===== src/rtl/slice_alu_pkg.sv =====
package slice_alu_pkg;

    typedef enum logic [2:0] {
        OP_AND = 3'b000,
        OP_OR  = 3'b001,
        OP_ADD = 3'b010,
        OP_SUB = 3'b110,
        OP_SLT = 3'b111
    } alu_op_e;

    // slice selector values (low two code bits)
    localparam logic [1:0] SEL_AND  = 2'b00;
    localparam logic [1:0] SEL_OR   = 2'b01;
    localparam logic [1:0] SEL_SUM  = 2'b10;
    localparam logic [1:0] SEL_LESS = 2'b11;

endpackage


===== src/rtl/slice_alu_dec.sv =====
module slice_alu_dec
    import slice_alu_pkg::*;
(
    input  logic [2:0] op_i,
    output logic       negate_o,
    output logic [1:0] sel_o,
    output logic       en_o,
    output logic       arith_o
);

    always_comb begin
        negate_o = op_i[2];
        sel_o    = op_i[1:0];
        en_o     = 1'b0;
        arith_o  = 1'b0;
        unique case (op_i)
            OP_AND: en_o = 1'b1;
            OP_OR:  en_o = 1'b1;
            OP_ADD: begin
                en_o    = 1'b1;
                arith_o = 1'b1;
            end
            OP_SUB: begin
                en_o    = 1'b1;
                arith_o = 1'b1;
            end
            OP_SLT: en_o = 1'b1;
            default: begin
                en_o    = 1'b0;
                arith_o = 1'b0;
            end
        endcase
    end

endmodule


===== src/rtl/slice_alu_bit.sv =====
module slice_alu_bit
    import slice_alu_pkg::*;
(
    input  logic       a_i,
    input  logic       b_i,
    input  logic       cin_i,
    input  logic       less_i,
    input  logic       negate_i,
    input  logic [1:0] sel_i,
    input  logic       en_i,
    output logic       res_o,
    output logic       cout_o
);

    logic b_eff;
    logic sum;

    assign b_eff  = b_i ^ negate_i;
    assign sum    = a_i ^ b_eff ^ cin_i;
    assign cout_o = (a_i & b_eff) | (a_i & cin_i) | (b_eff & cin_i);

    always_comb begin
        res_o = 1'b0;
        if (en_i) begin
            unique case (sel_i)
                SEL_AND:  res_o = a_i & b_eff;
                SEL_OR:   res_o = a_i | b_eff;
                SEL_SUM:  res_o = sum;
                SEL_LESS: res_o = less_i;
                default:  res_o = 1'b0;
            endcase
        end
    end

endmodule


===== src/rtl/slice_alu_msb.sv =====
module slice_alu_msb
    import slice_alu_pkg::*;
(
    input  logic       a_i,
    input  logic       b_i,
    input  logic       cin_i,
    input  logic       negate_i,
    input  logic [1:0] sel_i,
    input  logic       en_i,
    output logic       res_o,
    output logic       set_o,
    output logic       ovf_o
);

    logic b_eff;
    logic sum;
    logic cout;

    assign b_eff = b_i ^ negate_i;
    assign sum   = a_i ^ b_eff ^ cin_i;
    assign cout  = (a_i & b_eff) | (a_i & cin_i) | (b_eff & cin_i);

    // carry entering versus carry leaving the top bit
    assign ovf_o = cin_i ^ cout;
    // sign of the difference, corrected when it wrapped
    assign set_o = sum ^ ovf_o;

    always_comb begin
        res_o = 1'b0;
        if (en_i) begin
            unique case (sel_i)
                SEL_AND:  res_o = a_i & b_eff;
                SEL_OR:   res_o = a_i | b_eff;
                SEL_SUM:  res_o = sum;
                SEL_LESS: res_o = 1'b0;
                default:  res_o = 1'b0;
            endcase
        end
    end

endmodule


===== src/rtl/slice_alu_zero.sv =====
module slice_alu_zero #(
    parameter int WIDTH = 32
) (
    input  logic [WIDTH-1:0] res_i,
    output logic             zero_o
);

    assign zero_o = ~(|res_i);

endmodule


===== src/rtl/slice_alu.sv =====
module slice_alu
    import slice_alu_pkg::*;
#(
    parameter int WIDTH = 32
) (
    input  logic [WIDTH-1:0] a_i,
    input  logic [WIDTH-1:0] b_i,
    input  logic [2:0]       op_i,
    output logic [WIDTH-1:0] result_o,
    output logic             zero_o,
    output logic             ovf_o
);

    localparam int MSB = WIDTH - 1;

    logic           negate;
    logic [1:0]     sel;
    logic           en;
    logic           arith;
    logic [MSB:0]   carry;
    logic           set_w;
    logic           ovf_raw;

    slice_alu_dec u_dec (
        .op_i     (op_i),
        .negate_o (negate),
        .sel_o    (sel),
        .en_o     (en),
        .arith_o  (arith)
    );

    assign carry[0] = negate;

    for (genvar i = 0; i < MSB; i++) begin : g_slice
        logic less_w;
        if (i == 0) begin : g_lsb
            assign less_w = set_w;
        end else begin : g_mid
            assign less_w = 1'b0;
        end

        slice_alu_bit u_bit (
            .a_i      (a_i[i]),
            .b_i      (b_i[i]),
            .cin_i    (carry[i]),
            .less_i   (less_w),
            .negate_i (negate),
            .sel_i    (sel),
            .en_i     (en),
            .res_o    (result_o[i]),
            .cout_o   (carry[i+1])
        );
    end

    slice_alu_msb u_msb (
        .a_i      (a_i[MSB]),
        .b_i      (b_i[MSB]),
        .cin_i    (carry[MSB]),
        .negate_i (negate),
        .sel_i    (sel),
        .en_i     (en),
        .res_o    (result_o[MSB]),
        .set_o    (set_w),
        .ovf_o    (ovf_raw)
    );

    assign ovf_o = arith & ovf_raw;

    slice_alu_zero #(.WIDTH(WIDTH)) u_zero (
        .res_i  (result_o),
        .zero_o (zero_o)
    );

endmodule


===== config.mk =====
export PLATFORM = sky130hd
export DESIGN_NAME = slice_alu
export DESIGN_NICKNAME = d
export VERILOG_FILES = /design/src/rtl/slice_alu_pkg.sv /design/src/rtl/slice_alu_dec.sv /design/src/rtl/slice_alu_bit.sv /design/src/rtl/slice_alu_msb.sv /design/src/rtl/slice_alu_zero.sv /design/src/rtl/slice_alu.sv
export SDC_FILE = /design/constraint.sdc
export NUM_CORES = 1
export LEC_CHECK = 0
export ABC_AREA = 1
export BUFFER_PORTS_ARGS = -buffer_cell sky130_fd_sc_hd__buf_2
export CAP_MARGIN = 5
export CORE_MARGIN = 2
export CORE_UTILIZATION = 35
export DETAILED_ROUTE_END_ITERATION = 12
export GPL_TIMING_DRIVEN = 0
export PLACE_DENSITY_LB_ADDON = 0.15
export REMOVE_ABC_BUFFERS = 1
export SYNTH_ARGS = -nofsm -noshare
export SYNTH_HDL_FRONTEND = slang
export SYNTH_HIERARCHICAL = 1
export SYNTH_SLANG_ARGS = --single-unit

===== constraint.sdc =====
create_clock -name vclk -period 17.37
set_input_delay 1.737 -clock vclk [all_inputs]
set_output_delay 1.737 -clock vclk [all_outputs]
set_load 0.03 [all_outputs]

==> results of run 1 <==
## critical path, delay by kind of cell
| kind | cells | cell delay, ns |
|---|---|---|
| buffers and inverters | 4 | 0.48 |
| and+or+nand+nor | 7 | 0.44 |
| adders and majority gates | 32 | 12.15 |
| xor gates and xnor gates | 1 | 0.17 |
| AOI/OAI and AO/OA | 1 | 0.12 |
## power by group
part	internal, mW	switching (mW)	leakage [nW]
Combinational	0.0617	0.0955	2.99
Sequential	0	0	0
Clock	0	0	0
Total	0.0617	0.0955	2.99
## logic make-up after synthesis
kind of cell             Yosys count  synth area share [%]
other                              1                 0.100
buffers and inverters            166                  16.9
XOR/XNOR                          33                  7.72
AND/OR/NAND/NOR                  320                  35.9
AO/OA/AOI/OAI                      2                 0.334
adder cells (fa/ha/maj)           97                  39.0
## through the flow
| step | worst slack, ns | utilization (%) |
|---|---|---|
| final | 0.495 | 45.6 |
| after global routing | 0.00505 | 45.6 |
| after CTS | 0.0484 | 45.4 |
| after detailed placement | -2.47 | 44.0 |
| after global placement | -2.45 | 43.5 |
| after floorplan | -0.890 | - |
## cell usage in the layout, fill, tap and decap left out, types with 13 or more instances in the layout
master,n
nand2_1,110
fa_2,30
xnor2_1,32
nand3_2,13
conb_1,30
nor2_1,147
inv_1,161
nand3_1,49
ha_1,64
buf_2,97
## area by class of cell
class	count	share of cell area [%]
inverter	163	12.9
multi-input combinational	482	70.1
tap	136	3.60
timing repair buffer	105	13.3
## path summary, 6_finish.rpt
kind,slack (ns),cells past startpoint,endpoint
worst max-delay path,0.49,45,zero_o
worst min-delay path,4.16,7,result_o[31]
## routing by layer
layer / track usage, % / part of all wire (%) / up-vias
li1: - / - / 1993
met1: 19.2 / 46 / 1593
met2: 26.6 / 48 / 73
met3: 1.63 / 5.6 / 0
met4: 0 / 0 / 0
met5: 0 / 0 / -
## what timing repair did
action                                  in CTS  in global routing
gates resized for setup                     36                  6
gates cloned                                 1                  0
pin swaps                                    1                 11
setup buffers                                0                  1
endpoints found under the setup margin       8                  2
==> reports/qor.yml, run 1 <==
run_status: "completed"
yosysSeqAreaShare_pct: 0
drive_gt1_share_pct: 20.4
grt_overflow: 0
period_needed_ns: 16.88
multi_input_area_mm2: 0.00332
synthCells: 619
synth_cell_types: 12
wirelength_um: 8410
die_w_um: 107
syn-cell-area_mm2: 0.00374
place_area_mm2: 0.00457
grt_max_degree: 81
drv_slew: 0
numPortBuffers: 101
cp-startpoint: "op_i[2]"
power_density_mw_per_mm2: 33.2
yosysWarningCount: 6
arrival_ns: 15.14
start_kind: "primary input"
synthTopCellsByArea: "ha_1, fa_1, inv_1"
seq_cells: 0
via_per_inst: 4.13
dieHeight_um: 107
pin_count: 101
final_hold_viol_count: 0
cp.required_ns: 15.63
coreArea_mm2: 0.0104
area_delta_synth_final_pct: 26.4
fmax_mhz: 59.3
synth_top_cell_area_share_pct: 21.4
relSlewSlack_pct: 22.4
antenna_left: 0
worst_setup_path_end_kind: "output pin"
cp_slowest_cell: "fa_1"
ys_top_cells_by_count: "inv_1, nor2_1, nand2_1"
min_from: "a_i[31]"
synth_largest_area_cell: "ha_1"
syn_area_per_cell_um2: 6.05
fillers: 1158
initial_core_util_pct: 36.1
slowest_delay_ns: 0.43
crit_top_cell: "fa_2"
worstSetupPathType: "primary input to output pin"
fin_cells: 886
leakagePower_nw: 2.99
seqCellArea_um2: 0
drc: 0
tns_ns: 0
total_power_mw: 0.157
setup_viol: 0
worst_pin_slew_ns: 1.16
max_cap_viol_count: 0
vias: 3659
hp-class: "primary input to output pin"
antenna_found_initial: 0
first_global_vias: 3226
first_pass_iters: 4
first_iter_violations: 137
finalNetCount: 916
critPathMaxFanout: 18
dp_hpwl_um: 6410
grt_first_pass_wirelength_um: 14100
place_inst: 884
rsz0062_at_grt: "false"
whs_ns: 4.16
place.gp.congestion: 0.725
insertedDiodeCount: 0
final_area_mm2: 0.00473
finalCritPeriodShare_pct: 97.2
hold_buffers: 0
routedWlPerCell_um: 9.49
vdd_drop_max_mv: 0.0247
num-clock-buffers: 0
gr-usage-all-layers_pct: 14.4
yosys.cell_count.top_type: "inv_1"
dieArea_mm2: 0.0115
rows: 37
Power figures use the tool's default switching activity.
==> run 2, diff against run 1 <==
--- a/config.mk
+++ b/config.mk
@@ -8,6 +8,7 @@
 export ABC_AREA = 1
 export BUFFER_PORTS_ARGS = -buffer_cell sky130_fd_sc_hd__buf_2
 export CAP_MARGIN = 5
+export CORE_ASPECT_RATIO = 0.7
 export CORE_MARGIN = 2
 export CORE_UTILIZATION = 35
 export DETAILED_ROUTE_END_ITERATION = 12
==> reports/qor.yml, run 2 (same netlist as run 1, synthesis figures left out) <==
run_status: "completed"
crit_top_cell: "fa_2"
die_w_um: 128
max_cap_viol_count: 0
cp_slowest_cell: "fa_2"
final_cell_mix: "inv_1, nor2_1, nand2_1, buf_2, ha_1"
fmax_mhz: 59.1
setup_viol: 0
seqCellArea_um2: 0
grt_max_degree: 67
cp.required_ns: 15.63
via_per_inst: 4.09
leakagePower_nw: 3.01
period_needed_ns: 16.91
routedWlPerCell_um: 9.98
critPathMaxFanout: 18
final_common_cell: "inv_1"
rsz0062_at_grt: "false"
seq_cells: 0
worst_setup_path_end_kind: "output pin"
dp_hpwl_um: 6690
first_pass_iters: 4
first_global_vias: 3271
final_hold_viol_count: 0
drc: 0
drv_slew: 0
numPortBuffers: 101
area_delta_synth_final_pct: 26.6
worst_pin_slew_ns: 0.777
coreArea_mm2: 0.0104
rows: 31
antenna_found_initial: 0
fin_cells: 884
pin_count: 101
finalCritPeriodShare_pct: 97.3
final_util_pct: 45.6
initial_core_util_pct: 36.0
power_density_mw_per_mm2: 33.8
slowest_delay_ns: 0.44
insertedDiodeCount: 0
relSlewSlack_pct: 48.1
vdd_drop_max_mv: 0.0184
drive_gt1_share_pct: 20.6
num-clock-buffers: 0
wirelength_um: 8820
first_iter_violations: 102
finalNetCount: 918
grt_overflow: 0
hp-class: "primary input to output pin"
dieArea_mm2: 0.0116
place.gp.congestion: 0.754
place_inst: 880
vias: 3613
start_kind: "primary input"
worstSetupPathType: "primary input to output pin"
arrival_ns: 15.17
antenna_left: 0
dieHeight_um: 90.5
gr-usage-all-layers_pct: 15.0
grt_first_pass_wirelength_um: 14700
hold_buffers: 0
[run 2: power breakdown]
part | internal, mW | switching (mW)
Combinational | 0.0629 | 0.0976
Clock | 0 | 0
Sequential | 0 | 0
Total | 0.0629 | 0.0976
[run 2: timing repair]
action / CTS / global route
resized for setup: 34 / 7
endpoints found under the setup margin: 8 / 2
buffers inserted: 1 / 1
pin swaps: 5 / 16
cloned: 1 / 0
[run 2: final timing paths]
| check | start | endpoint | slack [ns] | cells after the start |
|---|---|---|---|---|
| max | op_i[2] | zero_o | 0.46 | 45 |
| min | a_i[30] | ovf_o | 4.17 | 6 |
[run 2: metrics by stage]
| step | hold slack [ns] | total power, mW | instance area (um^2) | setup WS [ns] | setup TNS (ns) |
|---|---|---|---|---|---|
| after global routing | 4.20 | 0.185 | 4740 | 0.0381 | 0 |
| final | 4.17 | 0.160 | 4740 | 0.463 | 0 |
| after floorplan | 3.66 | 0.103 | 3830 | -0.890 | -1.61 |
| after CTS | 4.19 | 0.161 | 4690 | 0.0197 | 0 |
| after global placement | 4.19 | 0.151 | 4500 | -2.56 | -13.14 |
| after detailed placement | 4.19 | 0.154 | 4550 | -2.58 | -13.09 |
[run 2: area by class of cell]
cell class	count	area (um^2)
Timing Repair Buffer	107	643
Inverter	163	612
Fill cell	1130	5650
Multi-Input combinational cell	482	3320
Tap cell	132	165
[run 2: critical path: cells and delay by family]
family / cells / cell delay, ns
compound gates: 1 / 0.15
simple gates: 7 / 0.41
xor+xnor: 1 / 0.17
buf+inv: 4 / 0.49
fa+ha+maj: 32 / 12.16
[run 2: per-layer routing]
metal / GRT usage [%] / wire length [um] / vias up
met5: 0 / 0 / -
met4: 0 / 0 / 0
met3: 1.07 / 346 / 0
met2: 26.3 / 4050 / 58
met1: 21.4 / 4430 / 1556
li1: - / - / 1999
